## src/rtl/sertx_pkg.sv

```systemverilog
package sertx_pkg;
  localparam int BYTE_W    = 8;
  localparam int BIT_IDX_W = $clog2(BYTE_W);

  typedef enum logic [2:0] {
    ST_IDLE, ST_START, ST_DATA, ST_PARITY, ST_STOP1, ST_STOP2
  } txState_e;

  typedef enum logic [2:0] {
    LN_REST, LN_START, LN_DATA, LN_PARITY, LN_STOP
  } lineSel_e;

  typedef struct packed {
    logic                 load;
    logic                 nextByte;
    lineSel_e             lineSel;
    logic [BIT_IDX_W-1:0] bitSel;
  } txCtl_t;
endpackage

```

## src/rtl/sertx_datapath.sv

```systemverilog
module sertx_datapath
  import sertx_pkg::*;
#(
  parameter int NUM_BYTES = 8,
  localparam int WORD_W = NUM_BYTES * BYTE_W,
  localparam int IDX_W  = (NUM_BYTES > 1) ? $clog2(NUM_BYTES) : 1
) (
  input  logic              clk,
  input  logic              rst,
  input  txCtl_t            ctl,
  input  logic [WORD_W-1:0] wordIn,
  input  logic              oddParity,
  output logic              lastByte,
  output logic              txLine
);
  logic [WORD_W-1:0] wordReg;
  logic              oddReg;
  logic [IDX_W-1:0]  byteIdx;
  logic [BYTE_W-1:0] byteArr [NUM_BYTES];
  logic [BYTE_W-1:0] curByte;
  logic              parBit;

  for (genvar g = 0; g < NUM_BYTES; g++) begin : gSlice
    assign byteArr[g] = wordReg[g*BYTE_W +: BYTE_W];
  end

  assign curByte  = byteArr[byteIdx];
  assign parBit   = (^curByte) ^ oddReg;
  assign lastByte = (byteIdx == IDX_W'(NUM_BYTES - 1));

  always_ff @(posedge clk) begin
    if (rst) begin
      wordReg <= '0;
      oddReg  <= 1'b0;
      byteIdx <= '0;
    end else if (ctl.load) begin
      wordReg <= wordIn;
      oddReg  <= oddParity;
      byteIdx <= '0;
    end else if (ctl.nextByte) begin
      byteIdx <= byteIdx + 1'b1;
    end
  end

  always_ff @(posedge clk) begin
    if (rst) begin
      txLine <= 1'b1;
    end else begin
      unique case (ctl.lineSel)
        LN_START:  txLine <= 1'b0;
        LN_DATA:   txLine <= curByte[ctl.bitSel];
        LN_PARITY: txLine <= parBit;
        default:   txLine <= 1'b1;
      endcase
    end
  end


  resetLineHigh_chk: assert property (@(posedge clk) rst |=> txLine);


  wordHeld_chk: assert property (@(posedge clk) disable iff (rst)
    !ctl.load |=> $stable(wordReg) && $stable(oddReg));


  byteStep_chk: assert property (@(posedge clk) disable iff (rst)
    ctl.nextByte |=> byteIdx == $past(byteIdx) + 1'b1);
endmodule

```

## src/rtl/sertx_control.sv

```systemverilog
module sertx_control
  import sertx_pkg::*;
#(
  parameter int CLKS_PER_BIT = 16,
  localparam int CNT_W = (CLKS_PER_BIT > 1) ? $clog2(CLKS_PER_BIT) : 1
) (
  input  logic   clk,
  input  logic   rst,
  input  logic   startStb,
  input  logic   lastByte,
  output txCtl_t ctl,
  output logic   busy
);
  txState_e             state;
  logic [CNT_W-1:0]     baudCnt;
  logic [BIT_IDX_W-1:0] bitCnt;
  logic                 tick;

  assign tick = (baudCnt == CNT_W'(CLKS_PER_BIT - 1));
  assign busy = (state != ST_IDLE);

  always_ff @(posedge clk) begin
    if (rst) begin
      state   <= ST_IDLE;
      baudCnt <= '0;
      bitCnt  <= '0;
    end else if (state == ST_IDLE) begin
      if (startStb) begin
        state   <= ST_START;
        baudCnt <= '0;
        bitCnt  <= '0;
      end
    end else begin
      baudCnt <= tick ? '0 : baudCnt + 1'b1;
      if (tick) begin
        unique case (state)
          ST_START:  begin state <= ST_DATA; bitCnt <= '0; end
          ST_DATA:   begin
            if (bitCnt == BIT_IDX_W'(BYTE_W - 1)) state <= ST_PARITY;
            else bitCnt <= bitCnt + 1'b1;
          end
          ST_PARITY: state <= ST_STOP1;
          ST_STOP1:  state <= ST_STOP2;
          ST_STOP2:  state <= lastByte ? ST_IDLE : ST_START;
          default:   state <= ST_IDLE;
        endcase
      end
    end
  end

  always_comb begin
    ctl.load     = (state == ST_IDLE) && startStb;
    ctl.nextByte = (state == ST_STOP2) && tick && !lastByte;
    ctl.bitSel   = bitCnt;
    unique case (state)
      ST_START:           ctl.lineSel = LN_START;
      ST_DATA:            ctl.lineSel = LN_DATA;
      ST_PARITY:          ctl.lineSel = LN_PARITY;
      ST_STOP1, ST_STOP2: ctl.lineSel = LN_STOP;
      default:            ctl.lineSel = LN_REST;
    endcase
  end


  acceptStart_chk: assert property (@(posedge clk) disable iff (rst)
    (state == ST_IDLE && startStb) |=> (state == ST_START && baudCnt == '0));


  baudRange_chk: assert property (@(posedge clk) disable iff (rst)
    baudCnt <= CNT_W'(CLKS_PER_BIT - 1));


  busyIgnore_chk: assert property (@(posedge clk) disable iff (rst)
    (busy && startStb && !tick) |=> $stable(state));


  chainFrames_chk: assert property (@(posedge clk) disable iff (rst)
    (state == ST_STOP2 && tick && !lastByte) |=> state == ST_START);
endmodule

```

## src/rtl/serial_word_tx.sv

```systemverilog
module serial_word_tx
  import sertx_pkg::*;
#(
  parameter int CLKS_PER_BIT = 16,
  parameter int NUM_BYTES    = 8,
  localparam int WORD_W = NUM_BYTES * BYTE_W
) (
  input  logic              clk,
  input  logic              rst,
  input  logic              startStb,
  input  logic [WORD_W-1:0] wordIn,
  input  logic              oddParity,
  output logic              txLine,
  output logic              busy
);
  txCtl_t ctl;
  logic   lastByte;

  sertx_control #(.CLKS_PER_BIT(CLKS_PER_BIT)) ctrl_i (
    .clk(clk), .rst(rst), .startStb(startStb), .lastByte(lastByte),
    .ctl(ctl), .busy(busy)
  );

  sertx_datapath #(.NUM_BYTES(NUM_BYTES)) dp_i (
    .clk(clk), .rst(rst), .ctl(ctl), .wordIn(wordIn), .oddParity(oddParity),
    .lastByte(lastByte), .txLine(txLine)
  );
endmodule

```

## config.mk

```make
export PLATFORM = sky130hd
export DESIGN_NAME = serial_word_tx
export DESIGN_NICKNAME = d
export VERILOG_FILES = /design/src/rtl/sertx_pkg.sv /design/src/rtl/sertx_datapath.sv /design/src/rtl/sertx_control.sv /design/src/rtl/serial_word_tx.sv
export SDC_FILE = /design/constraint.sdc
export NUM_CORES = 1
export LEC_CHECK = 0
export ABC_CLOCK_PERIOD_IN_PS = 3300
export BUFFER_PORTS_ARGS = -buffer_cell sky130_fd_sc_hd__buf_2
export CAP_MARGIN = 10
export CORE_AREA = 2 2 113 115
export DETAILED_ROUTE_END_ITERATION = 8
export DIE_AREA = 0 0 115 117
export PLACE_DENSITY = 0.47
export SLEW_MARGIN = 20
export SYNTH_ARGS = -nofsm -noshare
export SYNTH_HDL_FRONTEND = slang
export SYNTH_HIERARCHICAL = 1
export SYNTH_SLANG_ARGS = --single-unit
```

## constraint.sdc

```tcl
create_clock -name clk -period 3.3 [get_ports clk]
set_clock_uncertainty 0.2 [all_clocks]
set_input_delay 0.495 -clock clk [delete_from_list [all_inputs] [get_ports clk]]
set_output_delay 0.495 -clock clk [all_outputs]
set_load 0.01 [all_outputs]
```

After elaboration in Yosys (flattened, before gate mapping)
Index checks and enable logic that the tools add are counted.
{ "totals": {"in_bits": 68, "output_inout_bits": 2, "wordCells": 62, "regBits": 79} }
{ "op_classes": {"n_lt_le_gt_ge": 2, "reduce_logical": 13, "n_eq_ne": 14, "add_sub_neg": 3, "bitwise": 2, "muxes": 21} }
{ "op_table": {"columns": ["operator", "n"], "rows": [
  ["$bmux 8 s3", 1],
  ["$mux 3", 8],
  ["$mux 8", 2],
  ["$pmux 3 s5", 1],
  ["$eq 3x2->1 const B", 4],
  ["$eq 3x3->1 const B", 4],
  ["$mux 4", 3],
  ["$pmux 3 s4", 1],
  ["$reduce_xor 8->1", 1],
  ["$add 3x1->3 const B", 2],
  ["$eq 3x1->1 const B", 2],
  ["$pmux 3 s2", 1],
  ["$reduce_bool 3->1", 2],
  ["$add 4x1->4 const B", 1],
  ["$eq 4x4->1 const B", 1],
  ["$ge 4x4->1 const B", 1],
  ["$lt 3x4->1 const B", 1],
  ["$not 3->4", 1],
  ["$reduce_and 4->1", 1],
  ["$reduce_or 2->1", 2],
  ["$bmux 1 s3", 1],
  ["$logic_and 1x1->1", 3],
  ["$logic_not 3->1", 1],
  ["$ne 3x1->1 const B", 1],
  ["8 further kinds", 9]
]} }

Longest topological paths before layout
{ "logic_depth": {"ltp_word": 7, "ltp_mapped": 9, "mapped_depth_nobuf": 7} }

Cells and area by module
The synthesis kept the hierarchy.
{ "by_module_without_submodules": {"columns": ["mod", "instances", "cells_per_inst", "seq_area_each_um2", "area_each_um2"], "rows": [
  ["sertx_datapath", 1, 293, 1381.3, 3159.3],
  ["sertx_control", 1, 75, 200.2, 680.7]
]} }

Worst setup path before layout
Ideal clock, no wire load.
{ "synth_path": {"kind": "register -> register", "from": "reg dp_i.byteIdx[0]", "to": "reg dp_i.txLine", "path_buffers": 1, "required_ps": 2977, "stages_incl_launch_ff": 8, "arrival_ps": 1996, "synth_period_minus_slack_ps": 2319, "setup_time_ps": 123, "slack_ps": 981, "path_cell_list": "dfxtp_1 buf_6 mux4_2 mux2i_4 xnor2_1 xnor3_2 nor3_1 nor3b_2"} }
{ "synth_via": {"elab_chain_len": 7, "word_cells_on_any_way": 9, "classes_between": "6 x mux; 2 x bitwise; 1 x reduce/logical"} }
{ "synth_rtl": {"columns": ["item", "line_no", "text"], "rows": [
  ["start: declaration", "sertx_datapath.sv:18", "logic [IDX_W-1:0] byteIdx;"],
  ["start signal: assignment", "sertx_datapath.sv:41", "byteIdx <= byteIdx + 1'b1;"],
  ["$not 3->4 (implied by the code) (*)", "sertx_datapath.sv:27", "assign curByte = byteArr[byteIdx];"],
  ["$bmux 8 s3 (*)", "sertx_datapath.sv:27", null],
  ["$mux 8 (implied by the code) (*) (2 in a row)", "sertx_datapath.sv:27", null],
  ["$bmux 1 s3 / $reduce_xor 8->1 (equally long branches)", "sertx_datapath.sv:51, sertx_datapath.sv:28", null],
  ["$mux 1 (implied by the code) / $xor 1x1->1 (equally long branches)", "sertx_datapath.sv:51, sertx_datapath.sv:28", null],
  ["$pmux 1 s3 (*)", "sertx_datapath.sv:49", "unique case (ctl.lineSel)"],
  ["end signal: assignment", "sertx_datapath.sv:51", "LN_DATA: txLine <= curByte[ctl.bitSel];"],
  ["end signal: assignment", "sertx_datapath.sv:52", "LN_PARITY: txLine <= parBit;"],
  ["end: declaration", "sertx_datapath.sv:14", "output logic txLine"]
]} }
Mark *: on every way between the ends. The rest lies on a longest branch, timed or not. The select of a mux whose other input is x is not followed.
A chain may end at the register's enable or synchronous reset.

Worst setup path in the final report
Same ends and word-level chain as after synthesis.

==> results.yml <==
sta:
  setup-tns-final_ns: 0
  fmax_ghz: 0.378
  worst_pin_slew_ns: 0.838
  max_slew_margin_pct: 44.1
  hold_violations: 0
  setup_ws_ns: 0.652
  setup-violations-final: 0
  report.final.slew_viol_count: 0
  rsz0062_at_grt: "false"
  fin_crit_sh_pct: 80.2
  period_needed_ns: 2.65
route:
  drc: 0
  drt-initial-drc-count: 160
  ant_nets: 0
  wl_um: 8880
  wl_per_cell_um: 15.3
  drtPass1Iterations: 4
  vias: 2751
  vias_per_cell: 4.73
clocking:
  cts_buffer_depth: 2
  path_clk_slew_ns: 0.06
  numCtsBuffers: 9
  clock_latency_ns: 0.33
  cts-htree-levels: 3
  holdBufCountCts: 0
  clock-root-buffer: "clkbuf_16"
  postCtsResizedCells: 0
  cts_sinks: 79
  cts_tree: "yes"
  post-cts-setup-buffer-count: 0
global_route:
  grt_max_degree: 79
  gr-total-overflow: 0
  grt_pass1_vias: 2743
  antenna_found_initial: 0
  grt_pass1_wl_um: 14200
  grtUsageTotal_pct: 13.9
cells_and_area:
  nets: 503
  diodes: 0
  syn_to_final_growth_pct: 21.0
  drive_gt1_share_pct: 24.3
setup_path:
  endpoint_kind: "flip-flop"
  cp_cell_sequence: "mux4_1 > mux2i_4 > xnor2_1 > xnor3_2 > nor3_1 > nor3b_2"
  startpoint_type: "flip-flop"
  cpPeakStageDelay_ns: 0.67
  setup.worst_path.class: "reg2reg"
  crit_slowest_cell: "mux4_1"
  cp_max_fo: 12
  cp.arrival_ns: 2.67
  required_ns: 3.32
yosys:
  synth.most_common_cell: "mux2i_1"
  synth.avg_cell_area_um2: 10.4
  synth_flop_cell: "dfxtp_1"
  yosys.area.top_type_share_pct: 41.2
  synth_commonest_cells: "93 x mux2i_1, 79 x dfxtp_1, 72 x nor2_1"
  synthCells: 368
  synth_largest_area_cell: "dfxtp_1"
  synth_warnings: 6
  synth.distinct_cells: 45
  syn_area_mm2: 0.00384
  async_flop_share_pct: 0
  syn_nets: 444
  synth_edf_count: 0
  synth_seq_cells: 79
  ys_seq_area_share_pct: 41.2
  synth_area_leaders: "dfxtp_1 41%, mux2i_1 24%, nor2_1 7.0%"
floorplanning:
  rows: 41
  pin_count: 70
  dieHeight_um: 117
  fp.dieArea_mm2: 0.0135
  die_w_um: 115
  core_area_mm2: 0.0123
  start_util_pct: 31.2
job:
  drv_cap: 0
place:
  pre_cts_ws_ns: 0.651
  place_congestion: 0.707
  portBuffers: 69
  dp_hpwl_um: 6520
pwr:
  ir_drop_mv: 0.337
  p_leak_nw: 1.92
  power_density_mw_per_mm2: 694
hold_path:
  min_path_type: "in2reg"
run_status:
  status: "finished, final reports clean"
==> critical path, delay by kind of cell (launching register included) <==
family | cells | cell delay [ns]
XOR/XNOR | 2 | 0.58
AND/OR/NAND/NOR | 2 | 0.29
multiplexers | 2 | 0.85
flip-flops | 1 | 0.63
==> registers in the layout, summed over array words and instances, names as in the netlist <==
| signal | count |
|---|---|
| dp_i/oddReg | 1 |
| dp_i/wordReg | 64 |
| dp_i/byteIdx | 3 |
| ctrl_i/state | 3 |
| ctrl_i/baudCnt | 4 |
| dp_i/txLine | 1 |
| ctrl_i/bitCnt | 3 |
==> through the flow <==
stage | instance area (µm²) | total power [mW] | hold slack, ns | std cells | utilization (%)
CTS | 4640 | 3.27 | 0.180 | 582 | 37.7
floorplan | 3840 | 1.88 | 0.251 | 368 | -
global placement | 4290 | 2.09 | 0.275 | 566 | 34.8
finish | 4640 | 3.22 | 0.191 | 582 | 37.7
detailed placement | 4290 | 2.10 | 0.279 | 566 | 34.8
global route | 4640 | 3.41 | 0.180 | 582 | 37.7
==> cells in the final DEF (no fill, tap or decap), drive strengths merged, types with 2 or more instances in the layout <==
master and instances:
nand3b 7, xor2 2, inv 4, a22oi 10, ha 8, bufinv 3
dfxtp 79, buf 73, o21ai 3, nand2 9, nor3b 2, or3b 2
nand3 4, mux2i 94, nor2 72, a21oi 9, nand2b 4, nor3 6
and2 2, and2b 2, mux4 8, clkinv 2, clkbuf 11, xnor2 4
==> where the power goes <==
part / leakage, nW / internal, mW / switching [mW] / total (mW)
logic: 1.10 / 0.427 / 0.397 / 0.824
registers: 0.648 / 1.11 / 0.130 / 1.24
clock network: 0.176 / 0.780 / 0.382 / 1.16
total: 1.92 / 2.32 / 0.910 / 3.22
==> path summary, 6_finish.rpt <==
path	depth (start not counted)	slack, ns	start	endpoint
worst max-delay path	6	0.65	dp_i/byteIdx[0]	dp_i/txLine
worst min-delay path	3	0.19	wordIn[62]	dp_i/wordReg[62]
worst max register to register	6	0.65	dp_i/byteIdx[0]	dp_i/txLine
worst min register to register	2	0.29	ctrl_i/baudCnt[0]	ctrl_i/baudCnt[0]
==> per-layer routing <==
| layer | routed length, µm | GRT usage [%] |
|---|---|---|
| met1 | 3930 | 17.1 |
| met2 | 4500 | 24.0 |
| met3 | 380 | 4.48 |
| met4 | 67 | 3.13 |
| met5 | 0 | 0 |
==> logic make-up after synthesis <==
logic type | after synthesis | synth area share [%]
simple gates | 116 | 14.8
mux | 102 | 30.1
flops | 79 | 41.2
buf+inv | 29 | 4.11
compound gates | 26 | 4.99
fa+ha+maj | 9 | 2.87
xor+xnor | 7 | 1.99
==> layout make-up <==
class / count / area [µm²]
multi-input combinational: 260 / 2100
sequential: 79 / 1580
timing repair buffer: 73 / 400
inverter: 4 / 15.0
clock buffer: 11 / 253
clock inverter: 5 / 104
fill: 1268 / 7670
tap: 150 / 188
No activity file was read; power rests on OpenSTA's default activity.
